File: config.mk
export PLATFORM = sky130hd
export DESIGN_NAME = spi_reg_access
export DESIGN_NICKNAME = d
export VERILOG_FILES = /design/src/rtl/spi_reg_pkg.sv /design/src/rtl/spi_reg_ctrl.sv /design/src/rtl/spi_reg_datapath.sv /design/src/rtl/spi_reg_access.sv
export SDC_FILE = /design/constraint.sdc
export NUM_CORES = 1
export LEC_CHECK = 0
export BUFFER_PORTS_ARGS = -buffer_cell sky130_fd_sc_hd__clkbuf_2
export CAP_MARGIN = 5
export CORE_MARGIN = 2
export CORE_UTILIZATION = 50
export DETAILED_ROUTE_END_ITERATION = 16
export PLACE_DENSITY = 0.65
export SETUP_SLACK_MARGIN = 0.4
export SYNTH_ARGS = -nofsm -noshare
export SYNTH_HDL_FRONTEND = slang
export SYNTH_SLANG_ARGS = --single-unit
File: constraint.sdc
create_clock -name clk -period 2.53 [get_ports clk]
set_input_delay 0.506 -clock clk [delete_from_list [all_inputs] [get_ports clk]]
set_output_delay 0.506 -clock clk [all_outputs]
set_load 0.05 [all_outputs]
File: src/rtl/spi_reg_pkg.sv
package spi_reg_pkg;
  // Strobes sent from the control FSM to the datapath
  typedef struct packed {
    logic loadStatus; // select just fell: present status byte
    logic loadRead;   // falling edge after command: present read data
    logic loadZero;   // falling edge after a byte: present zero
    logic shiftOut;   // ordinary falling edge: advance MISO
    logic clearOut;   // select high: empty MISO shifter
    logic writeEn;    // commit write data to the register bank
  } spiStrobes_t;

  typedef enum logic [1:0] {
    MEM_NONE = 2'b00,
    MEM_FBUF = 2'b01,
    MEM_SRAM = 2'b10
  } memKind_e;
endpackage

File: src/rtl/spi_reg_ctrl.sv
module spi_reg_ctrl
  import spi_reg_pkg::*;
#(
  parameter int DATA_W = 8,
  parameter int ADDR_W = 6
) (
  input  logic              clk,
  input  logic              rstN,
  input  logic              sclk,
  input  logic              csN,
  input  logic              mosi,
  output spiStrobes_t       strobes,
  output logic [ADDR_W-1:0] addr,
  output logic [DATA_W-1:0] wrData,
  output logic [1:0]        memAccess,
  output logic              memWrite
);
  localparam int CNT_W = $clog2(DATA_W);
  localparam logic [CNT_W-1:0] BIT_LAST = CNT_W'(DATA_W - 1);
  localparam int CMD_TOP = DATA_W - 1;

  logic sclkQ, csNQ;
  logic sclkRise, sclkFall, csFall;
  logic [CNT_W-1:0] bitCnt;
  logic [1:0] byteIdx;           // 0 command, 1 data, 2 extra
  logic [DATA_W-2:0] shIn;
  logic [DATA_W-1:0] fullByte;
  logic cmdIsReg, cmdWrite, loadPend, pendRead, byteDone;

  assign sclkRise = sclk & ~sclkQ & ~csN;
  assign sclkFall = ~sclk & sclkQ & ~csN;
  assign csFall   = ~csN & csNQ;
  assign fullByte = {shIn, mosi};
  assign byteDone = sclkRise && (bitCnt == BIT_LAST);
  assign wrData   = fullByte;

  always_ff @(posedge clk) begin
    if (!rstN) begin
      sclkQ <= 1'b0;
      csNQ  <= 1'b1;
    end else begin
      sclkQ <= sclk;
      csNQ  <= csN;
    end
  end

  always_ff @(posedge clk) begin
    if (!rstN || csN) begin
      bitCnt    <= '0;
      byteIdx   <= '0;
      shIn      <= '0;
      cmdIsReg  <= 1'b0;
      cmdWrite  <= 1'b0;
      addr      <= '0;
      loadPend  <= 1'b0;
      pendRead  <= 1'b0;
      memAccess <= MEM_NONE;
      memWrite  <= 1'b0;
    end else begin
      if (sclkRise) begin
        shIn   <= fullByte[DATA_W-2:0];
        bitCnt <= bitCnt + 1'b1;
        if (bitCnt == BIT_LAST) begin
          loadPend <= 1'b1;
          if (byteIdx != 2'd2) byteIdx <= byteIdx + 1'b1;
          if (byteIdx == 2'd0) begin
            cmdIsReg <= fullByte[CMD_TOP];
            cmdWrite <= fullByte[CMD_TOP-1];
            addr     <= fullByte[ADDR_W-1:0];
            pendRead <= fullByte[CMD_TOP] & ~fullByte[CMD_TOP-1];
            if (fullByte[CMD_TOP]) begin
              memAccess <= MEM_NONE;
              memWrite  <= 1'b0;
            end else begin
              memAccess <= fullByte[CMD_TOP-2] ? MEM_FBUF : MEM_SRAM;
              memWrite  <= fullByte[CMD_TOP-1];
            end
          end else begin
            pendRead <= 1'b0;
          end
        end
      end
      if (sclkFall && loadPend) loadPend <= 1'b0;
    end
  end

  always_comb begin
    strobes            = '0;
    strobes.loadStatus = csFall;
    strobes.clearOut   = csN;
    strobes.writeEn    = byteDone && (byteIdx == 2'd1) && cmdIsReg && cmdWrite;
    strobes.loadRead   = sclkFall && loadPend && pendRead;
    strobes.loadZero   = sclkFall && loadPend && !pendRead;
    strobes.shiftOut   = sclkFall && !loadPend;
  end


  flags_onehot_chk: assert property (@(posedge clk) disable iff (!rstN)
    $onehot0(memAccess));


  flags_not_reg_chk: assert property (@(posedge clk) disable iff (!rstN)
    (memAccess != MEM_NONE) |-> !cmdIsReg);


  idle_on_deselect_chk: assert property (@(posedge clk) disable iff (!rstN)
    csN |=> (bitCnt == '0 && byteIdx == 2'd0 && memAccess == MEM_NONE));
endmodule

File: src/rtl/spi_reg_datapath.sv
module spi_reg_datapath
  import spi_reg_pkg::*;
#(
  parameter int DATA_W    = 8,
  parameter int ADDR_W    = 6,
  parameter int STATUS_W  = 5,
  parameter int CTRL_ADDR = 4
) (
  input  logic                clk,
  input  logic                rstN,
  input  logic                csN,
  input  spiStrobes_t         strobes,
  input  logic [ADDR_W-1:0]   addr,
  input  logic [DATA_W-1:0]   wrData,
  input  logic [STATUS_W-1:0] statusIn,
  output logic                miso
);
  localparam int REG_COUNT = 1 << ADDR_W;

  logic [REG_COUNT-1:0][DATA_W-1:0] regFile;
  logic [DATA_W-1:0] misoReg, statusByte, ctrlReg;

  assign ctrlReg    = regFile[CTRL_ADDR];
  assign statusByte = (ctrlReg[DATA_W-1 -: 2] == 2'b00) ? '0
                    : {{(DATA_W-STATUS_W){1'b0}}, statusIn};
  assign miso       = misoReg[DATA_W-1];

  always_ff @(posedge clk) begin
    if (!rstN) begin
      regFile <= '0;
    end else if (strobes.writeEn) begin
      regFile[addr] <= wrData;
    end
  end

  always_ff @(posedge clk) begin
    if (!rstN || strobes.clearOut) misoReg <= '0;
    else if (strobes.loadStatus)   misoReg <= statusByte;
    else if (strobes.loadRead)     misoReg <= regFile[addr];
    else if (strobes.loadZero)     misoReg <= '0;
    else if (strobes.shiftOut)     misoReg <= {misoReg[DATA_W-2:0], 1'b0};
  end


  write_only_on_strobe_chk: assert property (@(posedge clk) disable iff (!rstN)
    !strobes.writeEn |=> $stable(regFile));


  miso_idle_chk: assert property (@(posedge clk) disable iff (!rstN)
    csN |=> (misoReg == '0));


  write_needs_select_chk: assert property (@(posedge clk) disable iff (!rstN)
    strobes.writeEn |-> !csN);
endmodule

File: src/rtl/spi_reg_access.sv
module spi_reg_access
  import spi_reg_pkg::*;
#(
  parameter int DATA_W    = 8,
  parameter int ADDR_W    = 6,
  parameter int STATUS_W  = 5,
  parameter int CTRL_ADDR = 4
) (
  input  logic                clk,
  input  logic                rstN,
  input  logic                sclk,
  input  logic                csN,
  input  logic                mosi,
  input  logic [STATUS_W-1:0] statusIn,
  output logic                miso,
  output logic [1:0]          memAccess,
  output logic                memWrite
);
  spiStrobes_t       strobes;
  logic [ADDR_W-1:0] addr;
  logic [DATA_W-1:0] wrData;

  spi_reg_ctrl #(.DATA_W(DATA_W), .ADDR_W(ADDR_W)) uCtrl (
    .clk(clk), .rstN(rstN), .sclk(sclk), .csN(csN), .mosi(mosi),
    .strobes(strobes), .addr(addr), .wrData(wrData),
    .memAccess(memAccess), .memWrite(memWrite)
  );

  spi_reg_datapath #(.DATA_W(DATA_W), .ADDR_W(ADDR_W),
                     .STATUS_W(STATUS_W), .CTRL_ADDR(CTRL_ADDR)) uData (
    .clk(clk), .rstN(rstN), .csN(csN), .strobes(strobes),
    .addr(addr), .wrData(wrData), .statusIn(statusIn), .miso(miso)
  );
endmodule

# Yosys cells after proc, flatten, opt, wreduce, memory -nomap -nowiden
# Cells that the tools add are included.
dict set report classes {
  mux 14
  n_addsub 2
  n_lt_le_gt_ge 2
  eq_ne 3
  bitwise 10
  reduce_logical 20
}
# operator count
set op_table {}
lappend op_table {{bitwise mux 512 bit} 1}
lappend op_table {{binary-select mux 8 bit (select 6 bit)} 1}
lappend op_table {{demux 8 bit (select 6 bit)} 1}
lappend op_table {{two-way mux 8 bit} 6}
lappend op_table {{logical AND 1 bit} 9}
lappend op_table {{< comparator 6 x 7 -> 1 bit, second input constant} 1}
lappend op_table {{bitwise AND 1 bit} 6}
lappend op_table {{>= comparator 6 x 1 -> 1 bit, second input constant} 1}
lappend op_table {{AND reduction 3 bit} 2}
lappend op_table {{two-way mux 5 bit} 1}
lappend op_table {{logical NOT 2 bit} 2}
lappend op_table {{two-way mux 2 bit} 2}
lappend op_table {{inverter 1 bit} 4}
lappend op_table {{nonzero test 4 bit} 1}
lappend op_table {{adder 3 x 1 -> 3 bit, second input constant} 1}
lappend op_table {{== test 3 bit, second input constant} 1}
lappend op_table {{logical NOT 1 bit} 3}
lappend op_table {{adder 2 x 1 -> 2 bit, second input constant} 1}
lappend op_table {{== test 2 x 1 -> 1 bit, second input constant} 1}
lappend op_table {{two-way mux 1 bit} 2}
lappend op_table {{!= test 2 bit, second input constant} 1}
lappend op_table {{AND reduction 2 bit} 1}
lappend op_table {{OR reduction 2 bit} 1}
lappend op_table {{logical OR 1 bit} 1}
dict set report word_totals {
  regBits 547
  out_inout_bits 4
  elab_cells 128
}

# Logic depth before layout (Yosys ltp)
# Gate-level depths: netlist of run 1.
dict set report depth {
  depth_word 8
  ltp_mapped 9
  depth_no_buf 8
}

# Cells and area by module
# A second synthesis of run 1 with hierarchy kept.
dict set report unflattened {
  hier_cells 2995
  area_unflattened_um2 25803.5
}
# mod area_each_um2 cells_each instances seq_area_each_um2
set by_module_without_submodules {}
lappend by_module_without_submodules {spi_reg_datapath 24664.9 2859 1 10410.0}
lappend by_module_without_submodules {spi_reg_ctrl 1138.6 136 1 540.5}

# Least setup slack after synthesis of run 1
# Ideal clock, no wire load.
dict set report synth_timing {
  path_kind {register -> register}
  from {register uCtrl.addr[0]}
  to {register uData.misoReg[7]}
  n_path_buf 1
  arrival_time_ps 1871
  required_ps 2402
  slack_ps 532
  stages_incl_launch_ff 7
  path_cell_list {dfxtp_1 > buf_4 > mux4_2 > mux2_2 > a21o_1 > nor4b_2 > a21oi_1}
}
dict set report synth_between {
  elab_chain_cells 4
}
# element line
set synth_rtl {}
lappend synth_rtl {{from (decl)} spi_reg_ctrl.sv:13} ;# output logic [ADDR_W-1:0] addr,
lappend synth_rtl {{from (signal assigned)} spi_reg_ctrl.sv:69} ;# addr <= fullByte[ADDR_W-1:0];
lappend synth_rtl {{binary-select mux 8 bit (select 6 bit)} spi_reg_datapath.sv:39} ;# else if (strobes.loadRead) misoReg <= regFile[addr];
lappend synth_rtl {{two-way mux 8 bit (implied by the code)} spi_reg_datapath.sv:39}
lappend synth_rtl {{two-way mux 8 bit} spi_reg_datapath.sv:39}
lappend synth_rtl {{two-way mux 8 bit} spi_reg_datapath.sv:38} ;# else if (strobes.loadStatus) misoReg <= statusByte;
lappend synth_rtl {{to (signal assigned)} spi_reg_datapath.sv:38}
lappend synth_rtl {{to (signal assigned)} spi_reg_datapath.sv:39}
lappend synth_rtl {{to (signal assigned)} spi_reg_datapath.sv:41} ;# else if (strobes.shiftOut) misoReg <= {misoReg[DATA_W-2:0], 1'b0};
lappend synth_rtl {{to (decl)} spi_reg_datapath.sv:21} ;# logic [DATA_W-1:0] misoReg, statusByte, ctrlReg;
# Every way passes these cells. The select of a mux whose other input is x is not followed.
# A chain may end at the register's enable or synchronous reset.

# Worst setup path after layout of run 1
dict set report layout_timing {
  from {register uCtrl.addr[1]}
  to {register uData.misoReg[6]}
}
# Same word-level chain as after synthesis.

==> impl_metrics.csv, run 1 <==
group,metric,value,unit
outcome,status,"completed",
synthesis,avgSynthCellArea,8.44,sq um
timing,timing.final.crit_share,88.4,%
routing,vias,24802,
global_route,gr-usage-all-layers,34.9,%
clock_network,cts_tree,"yes",
synthesis,synth-xor-area-share,0.0676,%
global_route,grt_pass1_wl,144000,microns
timing,slew_viol_final,0,
setup_path,worstPathMaxFanout,10,
setup_path,crit_type,"reg2reg",
place,placed_cell_area,0.0273,sq mm
place,dp.cells,3624,
power,power.density,562,mW/mm^2
clock_network,cts_buffers,59,
global_route,grt_max_degree,205,
timing,finalCriticalPeriod,2.24,ns
place,portBuffers,13,
synthesis,yosys.area_share.adder,0.242,%
layout,fin_nets,3128,
timing,setup-violations-final,0,
layout,most-common-layout-cells,"nand2_1, dfxtp_1, o21ai_0",
place,dp_hpwl,55500,microns
routing,drtIter0Drc,3240,
setup_path,cp-end-kind,"flop",
layout,final_common_cell,"nand2_1",
synthesis,synthMuxAreaShare,7.42,%
clock_network,hold_buffers,0,
clock_network,cts_num_sinks,547,
setup_path,reg2reg_depth,6,
min_path,min-delay-path-class,"in2reg",
layout,fin_area,0.0320,sq mm
synthesis,synth_top_family_by_area,"compound AO/OA/AOI/OAI gates",
timing,fin_ws,0.293,ns
layout,n_fill_cell,4312,
synthesis,syn_area,0.0259,sq mm
timing,tightest_slew,0.831,ns
synthesis,async_flop_share,0,%
clock_network,clk_path_buf_depth,3,
floorplan,fp.dieH,232,microns
power,p_leak,10.4,nW
global_route,grt_pass1_vias,23608,
synthesis,synthFlopType,"dfxtp_1",
timing,fmax,447,MHz
floorplan,fp.dieArea,0.0536,sq mm
min_path,hold_depth,2,
routing,drc,0,
global_route,grt.overflow.total,0,
synthesis,synth-seq-cells,547,
timing,hold_viol_final,0,
synthesis,synth_cells,3069,
synthesis,synth_compound_area_share,32.2,%
synthesis,yosysUniqueCellTypes,64,
timing,slew_headroom,44.6,%
job,drv_cap,0,
clock_network,clk-insertion-delay-late,0.64,ns
clock_network,clk_pin_slew_worst_paths,0.06,ns
layout,stdcell_count,3837,
synthesis,synthSimpleGateAreaFrac,12.6,%
synthesis,synth_edf_count,0,
place,gp_congestion,0.938,
timing,rsz0062_at_grt,"yes",
routing,wl,97300,microns
global_route,antenna_found_initial,2,
clock_network,htree_levels,2,
synthesis,syn_nets,3084,
clock_network,root_buffer,"clkbuf_16",
layout,drive_above_1_share,21.1,%
synthesis,ys_top_cells_by_area,"dfxtp_1, a21boi_0, o21ai_0",
floorplan,core-area,0.0513,sq mm
synthesis,synth_top_area_cell,"dfxtp_1",
power,power.total,18.0,mW
timing,fin_worst_skew,0.0243,ns
floorplan,io_pins,14,
layout,syn_to_final_growth,23.4,%
routing,dr.pass1.iters,6,
floorplan,start_util,50.5,%
floorplan,die_w,232,microns
routing,wl_per_cell,25.4,microns
routing,viasPerCell,6.46,
place,dp_slack,-0.154,ns
setup_path,start_kind,"flop",
routing,antenna_left,0,
setup_path,cp.arrival,2.75,ns
setup_path,cp_data_required_time,3.04,ns
synthesis,yosys.area.top_type_share,42.3,%
power,peakVddDrop,0.000594,V
synthesis,yosysWarnings,0,
floorplan,rows,83,
synthesis,yosysSeqAreaShare,42.3,%
## layer usage
layer | vias to the layer above | global-route usage (%) | wire length [microns]
li1 | 10969 | - | -
met3 | 323 | 6.74 | 9770
met4 | 2 | 18.3 | 4800
met5 | - | 0 | 15
met2 | 1461 | 54.7 | 44000
met1 | 12047 | 45.6 | 38800
## critical path, cell delays in order, from the launching register on
cell and delay, ns:
dfxtp_4 0.43, buf_6 0.22, buf_4 0.21, mux4_2 0.51
mux2_2 0.34, a221oi_1 0.26, a31oi_1 0.13
## what timing repair did
action                                  4_1_cts  5_1_grt
pin swaps                                    25       57
gates resized for setup                     149      208
endpoints found under the setup margin      519      491
buffers inserted                             37       43
cloned                                       17       11
## synthesized netlist by cell type (19+ instances only)
cell      instances
nand2_1         594
dfxtp_1         547
o21ai_0         535
a21boi_0        446
clkbuf_1        228
nor2_1           73
a221oi_1         69
a21boi_1         66
mux2_2           51
a21oi_1          47
mux2i_1          47
buf_2            40
mux4_2           39
a22oi_1          36
nor2_2           32
buf_4            19
o22ai_1          19
## final cells by class
type	count	area (sq um)	share of cell area [%]
Timing Repair Buffer	287	3480	10.9
Antenna cell	2	5.00	0.0157
Tap cell	680	851	2.66
Clock buffer	82	1720	5.36
Clock inverter	21	277	0.865
Multi-Input combinational cell	2208	14600	45.8
Inverter	10	41.3	0.129
Sequential cell	547	11000	34.3
## path summary, 6_finish.rpt
| path | start | slack, ns | end |
|---|---|---|---|
| setup reg to reg | uCtrl.addr[1] | 0.29 | uData.misoReg[6] |
| hold / removal | sclk | 0.18 | uCtrl.sclkQ |
| hold reg to reg | uCtrl.memWrite | 0.46 | uCtrl.memWrite |
| setup / recovery | uCtrl.addr[1] | 0.29 | uData.misoReg[6] |
## per-stage QoR
step	hold slack [ns]	setup TNS [ns]	util, %
2_1_floorplan	0.437	0	-
3_3_place_gp	0.441	-0.578	53.2
3_5_place_dp	0.448	-0.516	53.2
4_1_cts	0.128	0	60.0
5_1_grt	0.199	0	62.3
6_report	0.183	0	62.3
## kinds of logic (layout without fill, tap and decap cells)
kind of cell	after synthesis	after routing
XOR/XNOR	2	2
multiplexers	137	137
AO/OA/AOI/OAI	1289	1289
AND/OR/NAND/NOR	771	775
buffers and inverters	318	400
adder cells (fa/ha/maj)	5	5
flip-flops	547	547
other	0	2
## where the power goes
part | switching, mW | internal (mW)
clock | 3.69 | 5.31
sequential | 0.00430 | 8.61
combinational | 0.191 | 0.150
## flip-flops by register name, indices dropped and copies added (netlist names)
| signal | cells |
|---|---|
| uCtrl.addr | 6 |
| uCtrl.bitCnt | 3 |
| uCtrl.byteIdx | 2 |
| uCtrl.cmdIsReg | 1 |
| uCtrl.cmdWrite | 1 |
| uCtrl.csNQ | 1 |
| uCtrl.loadPend | 1 |
| uCtrl.memAccess | 2 |
| uCtrl.memWrite | 1 |
| uCtrl.pendRead | 1 |
| uCtrl.sclkQ | 1 |
| uCtrl.shIn | 7 |
| uData.ctrlReg | 8 |
| uData.misoReg | 8 |
| uData.regFile | 504 |
Note: power is estimated with default switching activity, not from simulation.
==> inputs of run 2 (changes only) <==
Settings changed: CELL_PAD_IN_SITES_DETAIL_PLACEMENT set to 1, CELL_PAD_IN_SITES_GLOBAL_PLACEMENT set to 1, CORE_UTILIZATION 50 to 49, PLACE_DENSITY 0.65 to 0.8, TNS_END_PERCENT set to 30.
==> impl_metrics.csv, run 2 (synthesis results as in run 1) <==
group,metric,value,unit
outcome,status,"completed",
timing,setup-violations-final,0,
routing,viasPerCell,6.90,
floorplan,io_pins,14,
setup_path,cp.arrival,2.97,ns
setup_path,worstPathMaxFanout,6,
timing,tightest_slew,0.777,ns
clock_network,cts_buffers,60,
place,gp_congestion,0.928,
power,p_leak,10.4,nW
clock_network,clk_path_buf_depth,3,
routing,drc,0,
min_path,min-delay-path-class,"in2reg",
clock_network,root_buffer,"clkbuf_16",
power,peakVddDrop,0.000518,V
clock_network,hold_buffers,0,
timing,timing.final.crit_share,96.5,%
global_route,grt_pass1_vias,26110,
layout,fin_nets,3126,
timing,fmax,410,MHz
routing,drtIter0Drc,3164,
global_route,gr-usage-all-layers,37.9,%
timing,slew_headroom,48.2,%
floorplan,start_util,49.4,%
timing,fin_ws,0.0892,ns
layout,most-common-layout-cells,"nand2_1, dfxtp_1, o21ai_0",
place,dp_hpwl,61400,microns
clock_network,cts_num_sinks,547,
layout,largest_reg_flops,504,
setup_path,start_kind,"flop",
clock_network,clk-insertion-delay-late,0.66,ns
setup_path,cp_data_required_time,3.06,ns
clock_network,cts_tree,"yes",
floorplan,rows,84,
layout,drive_above_1_share,22.1,%
layout,final_common_cell,"nand2_1",
clock_network,clk_pin_slew_worst_paths,0.07,ns
timing,rsz0062_at_grt,"yes",
floorplan,core-area,0.0524,sq mm
layout,fin_util,61.0,%
setup_path,crit_type,"reg2reg",
global_route,antenna_found_initial,3,
routing,vias,26520,
timing,slew_viol_final,0,
global_route,grt.overflow.total,0,
global_route,grt_pass1_wl,159000,microns
global_route,grt_max_degree,161,
routing,wl,116000,microns
routing,antenna_left,0,
clock_network,htree_levels,2,
layout,regMostFlops,"uData.regFile",
timing,fin_worst_skew,0.0278,ns
place,dp_slack,-0.141,ns
timing,finalCriticalPeriod,2.44,ns
power,power.total,17.8,mW
place,portBuffers,13,
floorplan,fp.dieArea,0.0547,sq mm
layout,syn_to_final_growth,23.6,%
power,power.density,555,mW/mm^2
timing,hold_viol_final,0,
routing,wl_per_cell,30.2,microns
floorplan,die_w,234,microns
job,drv_cap,0,
setup_path,cp-end-kind,"flop",
floorplan,fp.dieH,234,microns
timing,fin_hold_ws,0.179,ns
routing,dr.pass1.iters,6,
## run 2: per-layer routing
layer	part of all wire, %	global-route usage, %	vias up
li1	-	-	10975
met1	37	48.3	13239
met2	46	61.3	1680
met3	10	6.25	620
met4	7.1	21.0	6
met5	0.033	0	-
## run 2: path summary, 6_finish.rpt
check,startpoint,endpoint,slack [ns],cells past startpoint
worst max-delay path,uCtrl.addr[2],uData.misoReg[6],0.09,6
worst min-delay path,sclk,uCtrl.sclkQ,0.18,2
worst max register to register,uCtrl.addr[2],uData.misoReg[6],0.09,6
worst min register to register,uData.regFile[326],uData.regFile[326],0.47,2
## run 2: worst max-delay path, stage by stage, from the launching register on
cell       delay (ns)
dfxtp_4          0.46
buf_12           0.17
mux2_2           0.37
a221oi_1         0.41
o22ai_1          0.34
a2111oi_4        0.44
a31oi_1          0.13
## run 2: what timing repair did
item	CTS	global route
resized for setup	128	271
endpoints found under the setup margin	509	516
endpoints found under the hold margin	0	0
buffers inserted	40	46
pin swaps	21	60
gates cloned	9	12
## run 2: area by class of cell
class	count	area (sq um)
multi-input cells	2205	14800
fillers	5843	20400
clock inverters	16	160
flip-flops and latches	547	11000
inverters	10	37.5
repair buffers	287	3460
clock buffers	90	1740
diodes	1	2.50
well taps	688	861
## run 2: through the flow
stage	TNS (ns)	cells	area, sq um
floorplan	0	3069	25900
global placement	-0.256	3630	27400
detailed placement	-0.310	3630	27400
CTS	0	3785	30500
global route	0	3843	32000
finish	0	3844	32000
## run 2: power breakdown
group	total (mW)	switching, mW	leakage [nW]	internal, mW
clock network	8.80	3.86	0.945	4.94
logic	0.348	0.198	5.05	0.150
registers	8.62	0.00637	4.41	8.61
total	17.8	4.06	10.4	13.7
